[src/rtl/wdt_pkg.sv]
package wdt_pkg;

    typedef struct packed {
        logic       flag;
        logic       irq_en;
        logic       per_hi;
        logic       win;
        logic       rst_en;
        logic [2:0] per_lo;
    } wdt_ctrl_t;

    typedef enum logic [1:0] {
        MODE_OFF   = 2'd0,
        MODE_RESET = 2'd1,
        MODE_IRQ   = 2'd2,
        MODE_BOTH  = 2'd3
    } wdt_mode_e;

    localparam int PER_MAX = 9;

    function automatic logic [3:0] clamp_per(input logic [3:0] p);
        return (p > 4'(PER_MAX)) ? 4'(PER_MAX) : p;
    endfunction

    function automatic wdt_mode_e pick_mode(input logic irq_en, input logic rst_on);
        return wdt_mode_e'({irq_en, rst_on});
    endfunction

endpackage

[src/rtl/wdt_unlock.sv]
module wdt_unlock #(
    parameter int WIN = 4
) (
    input  logic clk,
    input  logic rst,
    input  logic wr_en,
    input  logic wr_win,
    input  logic wr_rst_en,
    output logic win_open,
    output logic apply_ok
);
    localparam int CW = $clog2(WIN + 1);

    logic [CW-1:0] left_q;

    assign apply_ok = wr_en && win_open;

    always_ff @(posedge clk) begin
        if (rst) begin
            win_open <= 1'b0;
            left_q   <= '0;
        end else if (win_open) begin
            if (wr_en || left_q == CW'(1)) begin
                win_open <= 1'b0;
                left_q   <= '0;
            end else begin
                left_q <= left_q - CW'(1);
            end
        end else if (wr_en && wr_win && wr_rst_en) begin
            win_open <= 1'b1;
            left_q   <= CW'(WIN);
        end
    end
endmodule

[src/rtl/wdt_counter.sv]
module wdt_counter
    import wdt_pkg::*;
#(
    parameter int BASE_LOG2 = 11
) (
    input  logic       clk,
    input  logic       rst,
    input  logic       run,
    input  logic       tick,
    input  logic       restart,
    input  logic [3:0] per,
    output logic       timeout
);
    localparam int CW = BASE_LOG2 + PER_MAX;

    logic [CW-1:0] cnt_q;
    logic [CW:0]   span;
    logic [CW-1:0] last;
    logic [3:0]    per_c;

    always_comb begin
        per_c = clamp_per(per);
        span  = {{CW{1'b0}}, 1'b1} << (BASE_LOG2 + int'(per_c));
        last  = CW'(span - (CW + 1)'(1));
    end

    assign timeout = run && tick && !restart && (cnt_q >= last);

    always_ff @(posedge clk) begin
        if (rst || !run || restart) begin
            cnt_q <= '0;
        end else if (tick) begin
            cnt_q <= (cnt_q >= last) ? '0 : cnt_q + CW'(1);
        end
    end
endmodule

[src/rtl/wdt_ctrl_reg.sv]
module wdt_ctrl_reg
    import wdt_pkg::*;
(
    input  logic       clk,
    input  logic       rst,
    input  logic       safety_on,
    input  logic       wr_en,
    input  wdt_ctrl_t  wr_val,
    input  logic       apply_ok,
    input  logic       win_open,
    input  logic       timeout,
    output wdt_ctrl_t  view,
    output logic [3:0] per,
    output logic       run,
    output logic       rst_pulse
);
    logic       flag_q;
    logic       irq_en_q;
    logic       rst_en_q;
    logic [3:0] per_q;
    logic       rst_on;
    wdt_mode_e  mode;

    assign rst_on = rst_en_q || safety_on;
    assign mode   = pick_mode(irq_en_q, rst_on);
    assign run    = (mode != MODE_OFF);
    assign per    = per_q;

    always_comb begin
        view.flag   = flag_q;
        view.irq_en = irq_en_q;
        view.per_hi = per_q[3];
        view.win    = win_open;
        view.rst_en = rst_on;
        view.per_lo = per_q[2:0];
    end

    always_ff @(posedge clk) begin
        if (rst) begin
            flag_q    <= 1'b0;
            irq_en_q  <= 1'b0;
            rst_en_q  <= 1'b0;
            per_q     <= '0;
            rst_pulse <= 1'b0;
        end else begin
            rst_pulse <= 1'b0;
            if (wr_en) begin
                irq_en_q <= wr_val.irq_en;
                if (wr_val.flag) flag_q <= 1'b0;
            end
            if (apply_ok) begin
                rst_en_q <= wr_val.rst_en;
                per_q    <= {wr_val.per_hi, wr_val.per_lo};
            end
            if (timeout) begin
                unique case (mode)
                    MODE_IRQ:   flag_q <= 1'b1;
                    MODE_BOTH: begin
                        flag_q   <= 1'b1;
                        irq_en_q <= 1'b0;
                    end
                    MODE_RESET: rst_pulse <= 1'b1;
                    default:    ;
                endcase
            end
        end
    end
endmodule

[src/rtl/wdt_guard.sv]
module wdt_guard
    import wdt_pkg::*;
#(
    parameter int BASE_LOG2 = 11,
    parameter int WIN       = 4
) (
    input  logic       clk,
    input  logic       rst,
    input  logic       tick,
    input  logic       restart,
    input  logic       safety_on,
    input  logic       wr_en,
    input  logic [7:0] wr_data,
    output logic [7:0] ctrl_rd,
    output logic       rst_pulse,
    output logic       irq
);
    wdt_ctrl_t  wr_val;
    wdt_ctrl_t  view;
    logic       win_open;
    logic       apply_ok;
    logic       timeout;
    logic       run;
    logic [3:0] per;

    assign wr_val  = wdt_ctrl_t'(wr_data);
    assign ctrl_rd = view;
    assign irq     = view.flag;

    wdt_unlock #(.WIN(WIN)) u_unlock (
        .clk      (clk),
        .rst      (rst),
        .wr_en    (wr_en),
        .wr_win   (wr_val.win),
        .wr_rst_en(wr_val.rst_en),
        .win_open (win_open),
        .apply_ok (apply_ok)
    );

    wdt_counter #(.BASE_LOG2(BASE_LOG2)) u_counter (
        .clk    (clk),
        .rst    (rst),
        .run    (run),
        .tick   (tick),
        .restart(restart),
        .per    (per),
        .timeout(timeout)
    );

    wdt_ctrl_reg u_ctrl (
        .clk      (clk),
        .rst      (rst),
        .safety_on(safety_on),
        .wr_en    (wr_en),
        .wr_val   (wr_val),
        .apply_ok (apply_ok),
        .win_open (win_open),
        .timeout  (timeout),
        .view     (view),
        .per      (per),
        .run      (run),
        .rst_pulse(rst_pulse)
    );
endmodule

[config.mk]
export PLATFORM = sky130hd
export DESIGN_NAME = wdt_guard
export DESIGN_NICKNAME = d
export VERILOG_FILES = /design/src/rtl/wdt_pkg.sv /design/src/rtl/wdt_unlock.sv /design/src/rtl/wdt_counter.sv /design/src/rtl/wdt_ctrl_reg.sv /design/src/rtl/wdt_guard.sv
export SDC_FILE = /design/constraint.sdc
export NUM_CORES = 1
export LEC_CHECK = 0
export BUFFER_PORTS_ARGS = -buffer_cell sky130_fd_sc_hd__buf_4
export CELL_PAD_IN_SITES_DETAIL_PLACEMENT = 0
export CELL_PAD_IN_SITES_GLOBAL_PLACEMENT = 2
export CORE_MARGIN = 2
export CORE_UTILIZATION = 30
export DETAILED_ROUTE_END_ITERATION = 10
export HOLD_SLACK_MARGIN = 0.12
export PLACE_DENSITY = 0.7
export RECOVER_POWER = 50
export SETUP_SLACK_MARGIN = 0.2
export SYNTH_ARGS = -nofsm -noshare
export SYNTH_HDL_FRONTEND = slang
export SYNTH_SLANG_ARGS = --single-unit
export TNS_END_PERCENT = 100
[constraint.sdc]
create_clock -name clk -period 3.23 [get_ports clk]
set_clock_uncertainty 0.1 [all_clocks]
set_input_delay 0.323 -clock clk [delete_from_list [all_inputs] [get_ports clk]]
set_output_delay 0.323 -clock clk [all_outputs]
set_load 0.02 [all_outputs]
# Word level (Yosys, flattened, before mapping)
# Cells that the tools add are included.
[totals]
reg_bits = 32
inputBits = 14
word_cells = 52
output_inout_bits = 10
[classes]
n_reduce_logical = 16
shifts = 1
order_cmp = 2
n_bitwise = 1
muxes = 16
n_addsub = 4
n_eq_ne = 4
[ops]
columns = ["cell", "count"]
rows = [
  ["1-bit by 32-bit left shift with 20-bit output, first input constant", 1],
  ["20-bit by 1-bit adder with 20-bit output, second input constant", 1],
  ["20-bit >= comparator", 1],
  ["20-bit 2-to-1 mux", 1],
  ["20-bit by 1-bit subtractor with 20-bit output, second input constant", 1],
  ["1-bit 2-to-1 mux", 11],
  ["3-bit 2-to-1 mux", 3],
  ["1-bit logical AND", 6],
  ["4-bit by 4-bit adder with 5-bit output, first input constant", 1],
  ["2-bit == test, second input constant", 2],
  ["4-bit > comparator, second input constant", 1],
  ["1-bit logical OR", 4],
  ["4-bit 2-to-1 mux", 1],
  ["2-bit nonzero test", 2],
  ["2-bit OR reduction", 2],
  ["3-bit by 1-bit == test with 1-bit output, second input constant", 1],
  ["3-bit by 1-bit subtractor with 3-bit output, second input constant", 1],
  ["2-bit by 1-bit == test with 1-bit output, second input constant", 1],
  ["1-bit zero test", 2],
  ["1-bit NOT", 1],
]

# Depth between registers and ports, before layout
[depth]
ltp_word = 9
ltp_mapped = 12
mapped_depth_nobuf = 10

# Hierarchy
# Synthesis repeated with hierarchy kept, for this count alone.
[hier_totals]
cells_unflattened = 248
area_unflattened_um2 = 2083.2
[modules_own_cells]
columns = ["module", "area_per_inst_um2", "seq_area_each_um2", "cells_per_inst", "instances"]
rows = [
  ["wdt_counter", 1488.9, 400.4, 185, 1],
  ["wdt_ctrl_reg", 370.4, 160.2, 37, 1],
  ["wdt_unlock", 216.5, 80.1, 25, 1],
  ["wdt_guard", 7.5, 0.0, 1, 1],
]

# Worst setup path before layout
# OpenSTA, ideal clock, no wires.
[synth_path]
path_kind = "register to register"
start = "register u_ctrl.per_q[1], in the netlist u_ctrl.per[1]"
end = "register u_counter.cnt_q[1]"
n_path_buf = 2
period_less_slack_ns = 2.374
stages_incl_launch_ff = 10
setup_ns = 0.084
required_time_ns = 3.046
arrival_ns = 2.189
path_slack_ns = 0.856
cell_sequence = "dfxtp_1 -> clkbuf_1 -> nor3_1 -> mux2i_1 -> ha_1 -> and4_1 -> a221oi_2 -> o221ai_2 -> buf_6 -> o31ai_2"
[synth_via]
elab_chain_cells = 7
[synth_lines]
columns = ["element", "line_no", "source"]
rows = [
  ["from (decl)", "wdt_ctrl_reg.sv:20", "logic [3:0] per_q;"],
  ["from (signal assigned)", "wdt_ctrl_reg.sv:53", "per_q <= {wr_val.per_hi, wr_val.per_lo};"],
  ["4-bit > comparator", "wdt_pkg.sv:22", "return (p > 4'(PER_MAX)) ? 4'(PER_MAX) : p;"],
  ["4-bit 2-to-1 mux *", "wdt_pkg.sv:22", ""],
  ["4-bit by 4-bit adder with 5-bit output *", "wdt_counter.sv:23", "span = {{CW{1'b0}}, 1'b1} << (BASE_LOG2 + int'(per_c));"],
  ["1-bit by 32-bit left shift with 20-bit output *", "wdt_counter.sv:23", ""],
  ["20-bit by 1-bit subtractor with 20-bit output *", "wdt_counter.sv:24", "last = CW'(span - (CW + 1)'(1));"],
  ["20-bit >= comparator *", "wdt_counter.sv:33", "cnt_q <= (cnt_q >= last) ? '0 : cnt_q + CW'(1);"],
  ["20-bit 2-to-1 mux *", "wdt_counter.sv:33", ""],
  ["to (signal assigned)", "wdt_counter.sv:33", ""],
  ["to (decl)", "wdt_counter.sv:16", "logic [CW-1:0] cnt_q;"],
]
# Every way passes the cells marked *; elsewhere a longest branch is shown, timed or not.
# A chain may end at the register's enable or synchronous reset.

# Final worst setup path
[layout_path]
start = "register u_ctrl.per_q[2], in the netlist u_ctrl.per[2]"
end = "register u_ctrl.irq_en_q"
[layout_via]
elab_chain_cells = 8
[layout_lines]
columns = ["element", "line_no", "source"]
rows = [
  ["4-bit > comparator", "wdt_pkg.sv:22", ""],
  ["4-bit 2-to-1 mux *", "wdt_pkg.sv:22", ""],
  ["4-bit by 4-bit adder with 5-bit output *", "wdt_counter.sv:23", ""],
  ["1-bit by 32-bit left shift with 20-bit output *", "wdt_counter.sv:23", ""],
  ["20-bit by 1-bit subtractor with 20-bit output *", "wdt_counter.sv:24", ""],
  ["20-bit >= comparator *", "wdt_counter.sv:27", "assign timeout = run && tick && !restart && (cnt_q >= last);"],
  ["1-bit logical AND *", "wdt_counter.sv:27", ""],
  ["1-bit 2-to-1 mux *", "wdt_ctrl_reg.sv:55", "if (timeout) begin"],
  ["to (signal assigned)", "wdt_ctrl_reg.sv:48", "irq_en_q <= wr_val.irq_en;"],
  ["to (decl)", "wdt_ctrl_reg.sv:18", "logic irq_en_q;"],
]
# Marks and branches as above.

==> run_results.csv <==
group,metric,value,unit
run_status,status,"finished clean",
pwr,cellPowerDensity,328,nW/um^2
clocking,cts_buffers,5,
clocking,postCtsSetupRepairBufs,0,
global_routing,grt_pass1_vias,1639,
yosys,synthArstFlopShare,0,%
critical_path,critPathLaunchType,"flop",
yosys,ys_seq_area_share,29.3,%
detailed_routing,drcViolationCount,0,
clocking,htree_levels,2,
global_routing,grt_pass1_wl,8.22,mm
yosys,yosysWarnings,0,
global_routing,antenna_found_initial,0,
place,place.gp.congestion,0.712,
finish,nFillCells,769,
pwr,p_leak,0.000938,uW
yosys,syn_avg_cell_area,9.01,um^2
yosys,yosysUniqueCellTypes,49,
flow_run,drv_cap,0,
sta,period_minus_slack,2.50,ns
yosys,ys.flop_type,"dfxtp_1",
global_routing,overflow,0,
detailed_routing,ant_nets,0,
sta,report.final.slew_viol_count,0,
sta,hold_violations,0,
sta,rsz0062_at_grt,"false",
detailed_routing,via_per_inst,4.79,
detailed_routing,dr.pass1.iters,4,
finish,nets,300,
finish,mostFrequentLayoutCell,"dfxtp_1",
die,die_w,89.4,um
critical_path,cp.arrival,2.59,ns
critical_path,crit_type,"flop to flop",
sta,finalSetupTns,0,ns
detailed_routing,drt_wl_total,4.76,mm
clocking,cts.sinks,32,
critical_path,cp-end-kind,"flop",
die,rows,31,
pwr,irDropWorstVdd,0.186,mV
sta,finalSetupViolCount,0,
finish,final_cell_mix,"dfxtp_1, ha_1, nand2_1, a211oi_2, a21oi_1",
place,hpwlAfterDp,3.45,mm
detailed_routing,drt-initial-drc-count,44,
clocking,ctsRootBufferMaster,"clkbuf_8",
die,die_height,89.4,um
clocking,cts_tree,"built",
clocking,clk_pin_slew,0.07,ns
sta,hold_slack,0.140,ns
sta,clock.fmax,400,MHz
min_path,min_path_type,"primary input to flop",
die,ios,24,
yosys,synth-edff-count,0,
die,coreArea,7180,um^2
critical_path,crit_fanout,21,
yosys,synth_seq_cells,32,
finish,drive_above_1_share,20.2,%
place,numPortBuffers,23,
yosys,synth_area,2190,um^2
detailed_routing,wire_per_inst,13.1,um
yosys,synth_cells,243,
clocking,insertion_delay,0.29,ns
clocking,hold_buffers,0,
die,initial_core_util,30.5,%
die,dieArea,8000,um^2
finish,area_growth,12.9,%
global_routing,grt_max_degree,29,
clocking,cts_resized,0,
sta,finalCritPeriodShare,77.4,%
clocking,clock_path_buffers,2,
critical_path,cp.required,3.32,ns
detailed_routing,vias,1735,
finish,num_antenna_cells,0,
global_routing,track_usage,13.3,%
logic make-up after synthesis:
family	after synthesis	synth area share, %
fa+ha+maj	24	13.7
compound gates	56	22.5
buf+inv	28	6.34
other cells	2	0.343
mux	2	0.914
xor+xnor	18	7.20
simple gates	81	19.8
flops	32	29.3
report_power, final:
group | internal, uW | switching (uW) | total, uW
Sequential | 400 | 8.33 | 408
Combinational | 37.0 | 55.3 | 92.3
Clock | 150 | 161 | 311
Total | 587 | 224 | 811
worst max-delay path, cell delays in order, from the launching register on:
cell and delay, ns:
dfxtp_1 0.41, nor3_1 0.27, mux2i_1 0.23, ha_1 0.24
and4_1 0.17, a221oi_2 0.29, o221ai_2 0.13, buf_4 0.25
a311oi_1 0.29
flip-flops by register name (all words and copies together), names as in the netlist:
signal             cells
u_counter.cnt_q       20
u_ctrl.flag_q          1
u_ctrl.rst_pulse       1
u_unlock.win_open      1
u_ctrl.irq_en_q        1
u_unlock.left_q        3
u_ctrl.per             4
u_ctrl.rst_en_q        1
cells in the mapped netlist, types with 3 or more instances:
| library cell | count | area share (%) |
|---|---|---|
| dfxtp_1 | 32 | 29 |
| ha_1 | 24 | 14 |
| nand2_1 | 23 | 3.9 |
| a211oi_2 | 18 | 10 |
| a21oi_1 | 16 | 3.7 |
| nor2_1 | 15 | 2.6 |
| xor2_1 | 14 | 5.6 |
| nand3_1 | 12 | 2.7 |
| inv_1 | 10 | 1.7 |
| clkbuf_1 | 8 | 1.4 |
| nand4_1 | 8 | 2.3 |
| o21ai_0 | 5 | 1.1 |
| buf_4 | 4 | 1.4 |
| xnor2_1 | 4 | 1.6 |
| and4_1 | 3 | 1.2 |
| buf_2 | 3 | 0.69 |
| nand2b_1 | 3 | 0.86 |
| nand3b_1 | 3 | 1.0 |
final timing paths:
check | startpoint | to | slack (ns) | cells past startpoint
setup reg to reg | u_ctrl.per[2]$_SDFFE_PP0P_ | u_ctrl.irq_en_q$_SDFF_PP0_ | 0.73 | 8
hold / removal | restart | u_ctrl.flag_q$_SDFF_PP0_ | 0.14 | 2
hold reg to reg | u_ctrl.rst_en_q$_SDFFE_PP0P_ | u_ctrl.rst_en_q$_SDFFE_PP0P_ | 0.36 | 2
setup / recovery | u_ctrl.per[2]$_SDFFE_PP0P_ | u_ctrl.irq_en_q$_SDFF_PP0_ | 0.73 | 8
final cells by class:
cell class	count	area, um^2	share of cell area (%)
well taps	99	124	5.01
repair buffers	25	150	6.07
multi-input cells	188	1430	57.9
clock buffers	5	68.8	2.78
inverters	10	37.5	1.52
clock inverters	3	18.8	0.759
flip-flops and latches	32	641	25.9
layer usage:
layer | global-route usage, % | wire length, um | up-vias
met5 | 0 | 0 | -
met4 | 3.66 | 55 | 0
met3 | 3.51 | 164 | 7
met2 | 20.0 | 2120 | 24
met1 | 18.8 | 2420 | 798
li1 | - | - | 906
through the flow:
stage | total power (uW) | util (%) | instance area, um^2 | instances | setup slack (ns)
CTS | 828 | 35.0 | 2510 | 362 | 0.740
detailed placement | 512 | 33.8 | 2420 | 354 | 0.800
finish | 811 | 34.5 | 2470 | 362 | 0.728
global route | 850 | 34.5 | 2470 | 362 | 0.573
floorplan | 483 | - | 2210 | 248 | 0.856
global placement | 512 | 33.8 | 2420 | 354 | 0.816
No activity file was read; power rests on OpenSTA's default activity.
